**src/rtl/lts_pkg.sv**
```systemverilog
package lts_pkg;
  localparam logic [15:0] RX_STAT_ADDR    = 16'h100D;
  localparam logic [15:0] RX_OVRD_ADDR    = 16'h1005;
  // bit 5: rx data enable override, bit 3: rx PLL enable override
  localparam logic [15:0] RX_OVRD_MASK    = 16'h0028;
  localparam logic [5:0]  LTSSM_RCVR_LOCK = 6'h0D;

  typedef enum logic [3:0] {
    S_IDLE,
    S_FORCE,
    S_ENABLE,
    S_CHECK,
    S_RXRD,
    S_SET_RD,
    S_SET_WR,
    S_HOLD,
    S_CLR_RD,
    S_CLR_WR,
    S_WAIT,
    S_DONE,
    S_FAIL
  } seq_state_e;
endpackage

```
**src/rtl/lts_us_timer.sv**
```systemverilog
module lts_us_timer #(
  parameter int unsigned CLK_HZ = 100_000_000,
  parameter int unsigned CNT_W  = 12
) (
  input  logic             clk_i,
  input  logic             rst_ni,
  input  logic             load_i,
  input  logic [CNT_W-1:0] us_i,
  output logic             done_o
);
  localparam int unsigned DIV = (CLK_HZ / 1_000_000 < 1) ? 1 : CLK_HZ / 1_000_000;

  logic             active_q;
  logic [CNT_W-1:0] us_q;
  logic             tick;

  generate
    if (DIV == 1) begin : g_nopre
      assign tick = active_q;
    end else begin : g_pre
      localparam int unsigned PW = $clog2(DIV);
      logic [PW-1:0] pre_q;
      always_ff @(posedge clk_i or negedge rst_ni) begin
        if (!rst_ni)              pre_q <= '0;
        else if (load_i)          pre_q <= PW'(DIV - 1);
        else if (active_q) begin
          if (pre_q == '0)        pre_q <= PW'(DIV - 1);
          else                    pre_q <= pre_q - 1'b1;
        end
      end
      assign tick = active_q && (pre_q == '0);
    end
  endgenerate

  always_ff @(posedge clk_i or negedge rst_ni) begin
    if (!rst_ni) begin
      active_q <= 1'b0;
      us_q     <= '0;
    end else if (load_i) begin
      active_q <= 1'b1;
      us_q     <= us_i;
    end else if (tick) begin
      if (us_q <= CNT_W'(1)) active_q <= 1'b0;
      else                   us_q     <= us_q - 1'b1;
    end
  end

  assign done_o = tick && (us_q <= CNT_W'(1)) && !load_i;
endmodule

```
**src/rtl/lts_poll_ctr.sv**
```systemverilog
module lts_poll_ctr #(
  parameter int unsigned MAX_POLLS = 4000
) (
  input  logic clk_i,
  input  logic rst_ni,
  input  logic clr_i,
  input  logic inc_i,
  output logic last_o
);
  localparam int unsigned W = $clog2(MAX_POLLS + 1);

  logic [W-1:0] cnt_q;

  always_ff @(posedge clk_i or negedge rst_ni) begin
    if (!rst_ni)    cnt_q <= '0;
    else if (clr_i) cnt_q <= '0;
    else if (inc_i) cnt_q <= cnt_q + 1'b1;
  end

  assign last_o = (cnt_q >= W'(MAX_POLLS - 1));
endmodule

```
**src/rtl/lts_phy_master.sv**
```systemverilog
module lts_phy_master #(
  parameter int unsigned AW = 16,
  parameter int unsigned DW = 16
) (
  input  logic          clk_i,
  input  logic          rst_ni,
  input  logic          valid_i,
  input  logic          we_i,
  input  logic [AW-1:0] addr_i,
  input  logic [DW-1:0] wdata_i,
  output logic          done_o,
  output logic [DW-1:0] rdata_o,
  output logic          phy_req_o,
  output logic          phy_we_o,
  output logic [AW-1:0] phy_addr_o,
  output logic [DW-1:0] phy_wdata_o,
  input  logic          phy_ack_i,
  input  logic [DW-1:0] phy_rdata_i
);
  logic          busy_q;
  logic          we_q;
  logic [AW-1:0] addr_q;
  logic [DW-1:0] wdata_q;

  always_ff @(posedge clk_i or negedge rst_ni) begin
    if (!rst_ni) begin
      busy_q  <= 1'b0;
      we_q    <= 1'b0;
      addr_q  <= '0;
      wdata_q <= '0;
    end else if (!busy_q) begin
      if (valid_i) begin
        busy_q  <= 1'b1;
        we_q    <= we_i;
        addr_q  <= addr_i;
        wdata_q <= wdata_i;
      end
    end else if (phy_ack_i) begin
      busy_q <= 1'b0;
    end
  end

  assign done_o      = busy_q && phy_ack_i;
  assign rdata_o     = phy_rdata_i;
  assign phy_req_o   = busy_q;
  assign phy_we_o    = we_q;
  assign phy_addr_o  = addr_q;
  assign phy_wdata_o = wdata_q;
endmodule

```
**src/rtl/link_train_seq.sv**
```systemverilog
module link_train_seq
  import lts_pkg::*;
#(
  parameter int unsigned CLK_HZ    = 100_000_000,
  parameter int unsigned POLL_US   = 10,
  parameter int unsigned RECOV_US  = 3000,
  parameter int unsigned MAX_POLLS = 4000,
  parameter int unsigned SPEED_W   = 4,
  parameter int unsigned SPEED_RST = 2,
  parameter int unsigned LTSSM_W   = 6,
  parameter int unsigned PHY_AW    = 16,
  parameter int unsigned PHY_DW    = 16
) (
  input  logic               clk_i,
  input  logic               rst_ni,
  input  logic               start_i,
  input  logic               link_up_i,
  input  logic               in_training_i,
  input  logic [LTSSM_W-1:0] ltssm_state_i,
  output logic [SPEED_W-1:0] speed_o,
  output logic               ltssm_en_o,
  output logic               phy_req_o,
  output logic               phy_we_o,
  output logic [PHY_AW-1:0]  phy_addr_o,
  output logic [PHY_DW-1:0]  phy_wdata_o,
  input  logic               phy_ack_i,
  input  logic [PHY_DW-1:0]  phy_rdata_i,
  output logic               done_o,
  output logic               fail_o
);
  localparam int unsigned MAX_US = (POLL_US > RECOV_US) ? POLL_US : RECOV_US;
  localparam int unsigned TW     = $clog2(MAX_US + 1);
  localparam logic [PHY_DW-1:0] OVRD_MASK = PHY_DW'(RX_OVRD_MASK);

  seq_state_e state_q, state_d;

  logic              tmr_load, tmr_done;
  logic [TW-1:0]     tmr_us;
  logic              pc_clr, pc_inc, pc_last;
  logic              acc_valid, acc_we, acc_done;
  logic [PHY_AW-1:0] acc_addr;
  logic [PHY_DW-1:0] acc_rdata;
  logic [PHY_DW-1:0] ovrd_q;
  logic              stalled;

  lts_us_timer #(.CLK_HZ(CLK_HZ), .CNT_W(TW)) u_tmr (
    .clk_i  (clk_i),
    .rst_ni (rst_ni),
    .load_i (tmr_load),
    .us_i   (tmr_us),
    .done_o (tmr_done)
  );

  lts_poll_ctr #(.MAX_POLLS(MAX_POLLS)) u_pc (
    .clk_i  (clk_i),
    .rst_ni (rst_ni),
    .clr_i  (pc_clr),
    .inc_i  (pc_inc),
    .last_o (pc_last)
  );

  lts_phy_master #(.AW(PHY_AW), .DW(PHY_DW)) u_phy (
    .clk_i       (clk_i),
    .rst_ni      (rst_ni),
    .valid_i     (acc_valid),
    .we_i        (acc_we),
    .addr_i      (acc_addr),
    .wdata_i     (ovrd_q),
    .done_o      (acc_done),
    .rdata_o     (acc_rdata),
    .phy_req_o   (phy_req_o),
    .phy_we_o    (phy_we_o),
    .phy_addr_o  (phy_addr_o),
    .phy_wdata_o (phy_wdata_o),
    .phy_ack_i   (phy_ack_i),
    .phy_rdata_i (phy_rdata_i)
  );

  assign stalled = !acc_rdata[0] && (ltssm_state_i == LTSSM_W'(LTSSM_RCVR_LOCK));

  always_comb begin
    state_d   = state_q;
    tmr_load  = 1'b0;
    tmr_us    = TW'(POLL_US);
    pc_clr    = 1'b0;
    pc_inc    = 1'b0;
    acc_valid = 1'b0;
    acc_we    = 1'b0;
    acc_addr  = PHY_AW'(RX_OVRD_ADDR);
    unique case (state_q)
      S_IDLE, S_DONE, S_FAIL: begin
        if (start_i) begin
          state_d = S_FORCE;
          pc_clr  = 1'b1;
        end
      end
      S_FORCE:  state_d = S_ENABLE;
      S_ENABLE: state_d = S_CHECK;
      S_CHECK: begin
        if (link_up_i && !in_training_i) state_d = S_DONE;
        else                             state_d = S_RXRD;
      end
      S_RXRD: begin
        acc_valid = 1'b1;
        acc_addr  = PHY_AW'(RX_STAT_ADDR);
        if (acc_done) begin
          if (stalled) begin
            state_d = S_SET_RD;
          end else begin
            tmr_load = 1'b1;
            state_d  = S_WAIT;
          end
        end
      end
      S_SET_RD: begin
        acc_valid = 1'b1;
        if (acc_done) state_d = S_SET_WR;
      end
      S_SET_WR: begin
        acc_valid = 1'b1;
        acc_we    = 1'b1;
        if (acc_done) begin
          tmr_load = 1'b1;
          tmr_us   = TW'(RECOV_US);
          state_d  = S_HOLD;
        end
      end
      S_HOLD: if (tmr_done) state_d = S_CLR_RD;
      S_CLR_RD: begin
        acc_valid = 1'b1;
        if (acc_done) state_d = S_CLR_WR;
      end
      S_CLR_WR: begin
        acc_valid = 1'b1;
        acc_we    = 1'b1;
        if (acc_done) begin
          tmr_load = 1'b1;
          state_d  = S_WAIT;
        end
      end
      S_WAIT: begin
        if (tmr_done) begin
          if (pc_last) begin
            state_d = S_FAIL;
          end else begin
            pc_inc  = 1'b1;
            state_d = S_CHECK;
          end
        end
      end
      default: state_d = S_IDLE;
    endcase
  end

  always_ff @(posedge clk_i or negedge rst_ni) begin
    if (!rst_ni) begin
      state_q    <= S_IDLE;
      ovrd_q     <= '0;
      speed_o    <= SPEED_W'(SPEED_RST);
      ltssm_en_o <= 1'b0;
      done_o     <= 1'b0;
      fail_o     <= 1'b0;
    end else begin
      state_q <= state_d;
      done_o  <= (state_d == S_DONE);
      fail_o  <= (state_d == S_FAIL);
      if (state_d == S_FORCE)  ltssm_en_o <= 1'b0;
      if (state_q == S_FORCE)  speed_o    <= SPEED_W'(1);
      if (state_q == S_ENABLE) ltssm_en_o <= 1'b1;
      if (acc_done && state_q == S_SET_RD) ovrd_q <= acc_rdata | OVRD_MASK;
      if (acc_done && state_q == S_CLR_RD) ovrd_q <= acc_rdata & ~OVRD_MASK;
    end
  end
endmodule

```
**config.mk**
```make
export PLATFORM = sky130hd
export DESIGN_NAME = link_train_seq
export DESIGN_NICKNAME = d
export VERILOG_FILES = /design/src/rtl/lts_pkg.sv /design/src/rtl/lts_us_timer.sv /design/src/rtl/lts_poll_ctr.sv /design/src/rtl/lts_phy_master.sv /design/src/rtl/link_train_seq.sv
export SDC_FILE = /design/constraint.sdc
export NUM_CORES = 1
export LEC_CHECK = 0
export ABC_AREA = 0
export BUFFER_PORTS_ARGS = -buffer_cell sky130_fd_sc_hd__buf_2
export CAP_MARGIN = 20
export CORE_ASPECT_RATIO = 0.6
export CORE_MARGIN = 1
export CORE_UTILIZATION = 55
export DETAILED_ROUTE_END_ITERATION = 10
export PLACE_DENSITY = 0.89
export SYNTH_ARGS = -nofsm -noshare
export SYNTH_HDL_FRONTEND = slang
export SYNTH_HIERARCHICAL = 1
export SYNTH_SLANG_ARGS = --single-unit
```
**constraint.sdc**
```tcl
create_clock -name clk_i -period 5 [get_ports clk_i]
set_input_delay 0 -clock clk_i [delete_from_list [all_inputs] [get_ports clk_i]]
set_output_delay 0 -clock clk_i [all_outputs]
set_load 0.02 [all_outputs]
```
Yosys cells after proc, flatten, opt, wreduce, memory -nomap -nowiden

Cells that the tools add are included.

Memories kept: 0
Logic and storage cells: 106
Bits in latches: 0
Flip-flop bits (word level): 91
Output and inout port bits: 41
RAM bits: 0
Input bits: 28
Memory bits (read-only): 0

$lt $le $gt $ge: 2
Div/mod/pow operators: 0
Bitwise operators: 1
Reductions and logical operators: 25
Add/sub/neg operators: 3
Muxes and demuxes: 44
Multipliers: 0
Eq/ne operators: 17
Shift-type cells: 0

Operator list:

| operator                                                                | number |
|---|---|
| 12-bit two-way mux                                                      | 7 |
| 4-bit two-way mux                                                       | 12 |
| 4-bit case mux with 11 select lines                                     | 1 |
| 16-bit two-way mux                                                      | 2 |
| 4-bit equality test (second input constant)                             | 7 |
| 7-bit two-way mux                                                       | 3 |
| 1-bit two-way mux                                                       | 18 |
| 4-bit by 3-bit equality test with 1-bit output (second input constant)  | 4 |
| 12-bit by 1-bit adder with 12-bit output (second input constant)        | 1 |
| 12-bit greater-or-equal comparator (second input constant)              | 1 |
| 12-bit by 1-bit <= comparator with 1-bit output (second input constant) | 1 |
| 2-bit nonzero test                                                      | 6 |
| 12-bit by 1-bit subtractor with 12-bit output (second input constant)   | 1 |
| 4-bit by 1-bit equality test with 1-bit output (second input constant)  | 2 |
| 4-bit by 2-bit equality test with 1-bit output (second input constant)  | 2 |
| 1-bit logical AND                                                       | 8 |
| 7-bit logical NOT                                                       | 1 |
| 7-bit by 1-bit subtractor with 7-bit output (second input constant)     | 1 |
| 6-bit by 4-bit equality test with 1-bit output (second input constant)  | 1 |
| 2-bit AND reduction                                                     | 3 |
| 5-bit OR reduction                                                      | 1 |
| 4-bit logical NOT                                                       | 1 |
| 1-bit logical NOT                                                       | 3 |
| 3-bit OR reduction                                                      | 1 |
| 4 further kinds                                                         | 4 |

Longest topological paths before layout

Depth after elaboration: 12
Gate-level depth with buffers: 14
Mapped depth without buffers: 12

Modules after synthesis

The synthesis kept the hierarchy.

By module, submodules not included:

| module         | seq. area each (µm²) | area each (µm²) | instances | cells an instance |
|---|---|---|---|---|
| lts_phy_master | 850.8                | 1531.5          | 1         | 91 |
| link_train_seq | 601.8                | 1456.4          | 1         | 155 |
| lts_us_timer   | 500.5                | 1396.3          | 1         | 146 |
| lts_poll_ctr   | 300.3                | 610.6           | 1         | 61 |

Worst setup path before layout

OpenSTA, ideal clock, no wires.

Kind: register -> register
Start point: register state_q[0]
End point: register u_pc.cnt_q[11]
Arrival time: 3.188 ns
Library setup time: 0.125 ns
Stages on the path, launching flop included: 15
Path buffers: 2
Clock period less this slack: 3.312 ns
Required time: 4.875 ns
Path slack: 1.688 ns
Cell sequence: dfrtp_1 -> buf_4 -> and2b_2 -> nand2_1 -> nand2_1 -> o21a_1 -> nor4_2 -> o211ai_4 -> nor3_2 -> nor2b_1 -> and3_1 -> buf_4 -> nand4_1 -> nor4_1 -> mux2_2

Longest elaborated chain between the ends: 8
Elaborated cells between the ends (all ways): 17
Those cells by class: eq/ne (6); mux (5); reduce/logical (6)

Ends and longest elaborated chain:

| item                                                                                  | RTL line              | source |
|---|---|---|
| start, declared                                                                       | link_train_seq.sv:35  | `seq_state_e state_q, state_d;` |
| start signal, assigned                                                                | link_train_seq.sv:164 | `state_q <= state_d;` |
| 4-bit equality test or 4-bit by 3-bit equality test with 1-bit output (tied branches) | link_train_seq.sv:90  | `unique case (state_q)` |
| 2-bit OR reduction (no line)                                                          | -                     |  |
| 1-bit case mux with 2 select lines (*)                                                | link_train_seq.sv:90  |  |
| named net tmr_load                                                                    | link_train_seq.sv:37  | `logic tmr_load, tmr_done;` |
| 1-bit logical NOT (*)                                                                 | lts_us_timer.sv:48    | `assign done_o = tick && (us_q <= CNT_W'(1)) && !load_i;` |
| 1-bit logical AND (*)                                                                 | lts_us_timer.sv:48    |  |
| named net tmr_done                                                                    | link_train_seq.sv:37  |  |
| 1-bit two-way mux (*)                                                                 | link_train_seq.sv:142 | `if (tmr_done) begin` |
| 1-bit two-way mux (*)                                                                 | link_train_seq.sv:90  |  |
| named net pc_inc                                                                      | link_train_seq.sv:39  | `logic pc_clr, pc_inc, pc_last;` |
| 2-bit nonzero test (no line) (*)                                                      | -                     |  |
| end signal, assigned                                                                  | lts_poll_ctr.sv:17    | `else if (inc_i) cnt_q <= cnt_q + 1'b1;` |
| end, declared                                                                         | lts_poll_ctr.sv:12    | `logic [W-1:0] cnt_q;` |

Mark *: on every way through the listed nets, which the timed path passes. The rest lies on a longest branch.
A chain may end at the register's enable or synchronous reset.

Final worst setup path

Start point: register state_q[1]
End point: register u_pc.cnt_q[11]

Same word-level chain as after synthesis.

==> reports/metrics.yaml <==
sta:
  fin_crit_ns: 3.949
  rsz0062_at_grt: "no"
  maxSlewViolCount: 0
  worstMarginPinSlew_ns: 1.014
  fmax_mhz: 253.2
  maxSlewHeadroom_pct: 32.23
  finalClockSkew_ns: 0.01352
  setup_viol: 0
  fin_tns_setup_ns: 0
  fin_crit_sh_pct: 78.97
  hold_violations: 0
placed_design:
  place_area_um2: 5286
  io_buffers: 64
  gp_routability_congestion: 0.8670
  dpl.hpwl_um: 7204
floorplan:
  die_y_um: 75.71
  fp-row-count: 26
  die_w_um: 124.8
  top_level_ports: 69
  die_area_um2: 9451
  initial_utilization_pct: 57.55
  core-area_um2: 8653
detailed_routing:
  vias: 3764
  routed_via_density: 5.800
  drt_first_pass_iters: 8
  routedWlPerCell_um: 16.71
  routed_wl_um: 10850
  ant_nets: 0
  drt_iter0_markers: 243
  drc_errors: 14
clocking:
  cts_tree: "done"
  cts_setup_buffers: 0
  cts_resized: 0
  cts_buffer_depth: 2
  clk_pin_slew_ns: 0.07
  cts.sinks: 90
  h-tree-depth: 3
  clkLatencyLatePin_ns: 0.35
  numCtsBuffers: 9
  cts_root_buf: "clkbuf_16"
finish:
  nets: 565
  fill_cells: 629
  insertedDiodeCount: 0
  layout-drive-gt1-share_pct: 29.05
  finalInstanceArea_um2: 5804
  areaGrowthSynthToFinish_pct: 16.56
grt:
  grt_use_total_pct: 24.09
  grt_pass1_vias: 3513
  globalRouteOverflowTotal: 0
  grt_max_degree: 83
  antenna_found_initial: 0
  grt_pass1_wl_um: 17600
power:
  clock_power_share_pct: 21.5
  p_leak_uw: 0.002677
  combPwrFrac_pct: 41.9
  powerDensity_nw_per_um2: 573.8
  seqPwrFrac_pct: 36.7
  vdd_drop_max_mv: 0.2413
  p_int_uw: 2025
  netSwitchingFraction_pct: 39.18
  switching_power_uw: 1305
run_status:
  outcome: "finished, violations left"
  violations: "DRC"
synthesis:
  yosysWarnings: 6
  synth_area_um2: 4980
  synthCells: 451
  syn_avg_cell_area_um2: 11.04
setup_path:
  worstPathArrival_ns: 4.18
  reg2reg_from: "state_q[1]"
  critPathLaunchType: "flop"
  critPathMaxFanout: 19
  critPathRequiredTime_ns: 5.23
  r2r_end: "u_pc/cnt_q[11]"
  critPathKind: "reg -> reg"
  critPathCaptureType: "flop"
  r2r_slack_ns: 1.05
  crit_end: "u_pc/cnt_q[11]"
  rr_worst_depth: 13
  critical_path.startpoint: "state_q[1]"
job:
  drv_cap: 0
min_path:
  hp-class: "in -> reg"
==> layout make-up <==
| cell class | count | area, µm² | share of cell area [%] |
|---|---|---|---|
| clock buffer | 9 | 225.2 | 3.880 |
| clock inverter | 7 | 95.09 | 1.638 |
| inverter | 15 | 56.30 | 0.9700 |
| multi-input combinational | 326 | 2454 | 42.27 |
| sequential | 90 | 2253 | 38.82 |
| tap | 112 | 140.1 | 2.414 |
| timing repair buffer | 90 | 580.6 | 10.00 |
==> power by group through the flow <==
stage | Clock (µW) | Combinational, µW | Sequential (µW)
6_report | 715 | 1390 | 1220
2_1_floorplan | 0 | 945 | 1320
3_5_place_dp | 0 | 1370 | 1220
4_1_cts | 725 | 1390 | 1210
3_3_place_gp | 0 | 1310 | 1200
5_1_grt | 762 | 1510 | 1260
==> stage by stage <==
stage	cells	power [µW]	hold WS [ns]	setup slack [ns]	util, %
floorplan	471	2264	-0.2956	1.688	-
global route	649	3526	0.06900	0.7673	67.08
detailed placement	615	2590	-0.1730	1.158	61.09
CTS	648	3326	0.01972	1.123	66.76
global placement	615	2511	-0.1746	1.315	61.09
finish	649	3330	0.02382	1.051	67.08
==> worst min-delay path by stage <==
stage | end | cells after the start | startpoint | slack, ns
5_1_grt | ltssm_en_o | 4 | start_i | 0.07
3_3_place_gp | u_pc/cnt_q[2] | 1 | rst_ni | -0.17
4_1_cts | ltssm_en_o | 4 | start_i | 0.02
3_5_place_dp | u_pc/cnt_q[2] | 1 | rst_ni | -0.17
6_report | ltssm_en_o | 4 | start_i | 0.02
2_1_floorplan | done_o | 0 | rst_ni | -0.30
==> state kept, by name, summed over array words and instances (netlist names) <==
signal / flops
ltssm_en_o: 1
u_phy/phy_addr_o: 16
fail_o: 1
u_phy/phy_req_o: 1
u_phy/phy_wdata_o: 16
state_q: 4
u_tmr/g_pre.pre_q: 7
ovrd_q: 15
u_tmr/active_q: 1
u_pc/cnt_q: 12
done_o: 1
u_phy/phy_we_o: 1
speed_o: 2
u_tmr/us_q: 12
==> critical path, stage by stage, from the launching register on <==
cell and delay [ns]:
dfrtp_1 0.72, and2b_2 0.34, nand2_1 0.10, nand2_1 0.08, o21a_1 0.22, nor4_2 0.42, o211ai_4 0.24, nor3_2 0.17
buf_4 0.18, nor2b_1 0.17, and3_1 0.29, nand4_1 0.25, nor4_1 0.27, mux2_2 0.37
==> per-layer routing <==
layer | vias to the layer above | part of all wire [%] | routed length (µm) | track usage (%)
met2 | 143 | 47 | 5112 | 39.39
met3 | 20 | 6.7 | 728 | 6.461
met1 | 1842 | 44 | 4800 | 31.75
li1 | 1759 | - | - | -
met4 | 0 | 1.9 | 207 | 8.672
met5 | - | 0 | 0 | 0
==> layout by cell type, fill, tap and decap left out, types with 6 or more instances in the layout <==
cell type,instances
dfrtp_1,89
buf_2,63
nand2_1,35
nor2_1,32
mux2_4,30
conb_1,22
a21oi_1,17
dlygate4sd3_1,17
o21ai_0,16
inv_1,14
mux2_1,10
clkbuf_16,9
buf_4,9
nor3_1,8
mux2_2,8
nand2b_1,7
nor2b_1,7
nand4_1,7
xnor2_1,6
==> repair_timing <==
action | 4_1_cts | 5_1_grt
hold buffers | 17 | 0
setup endpoints to repair | 0 | 0
hold endpoints to repair | 22 | 0
(Power assumes the default switching activity.)
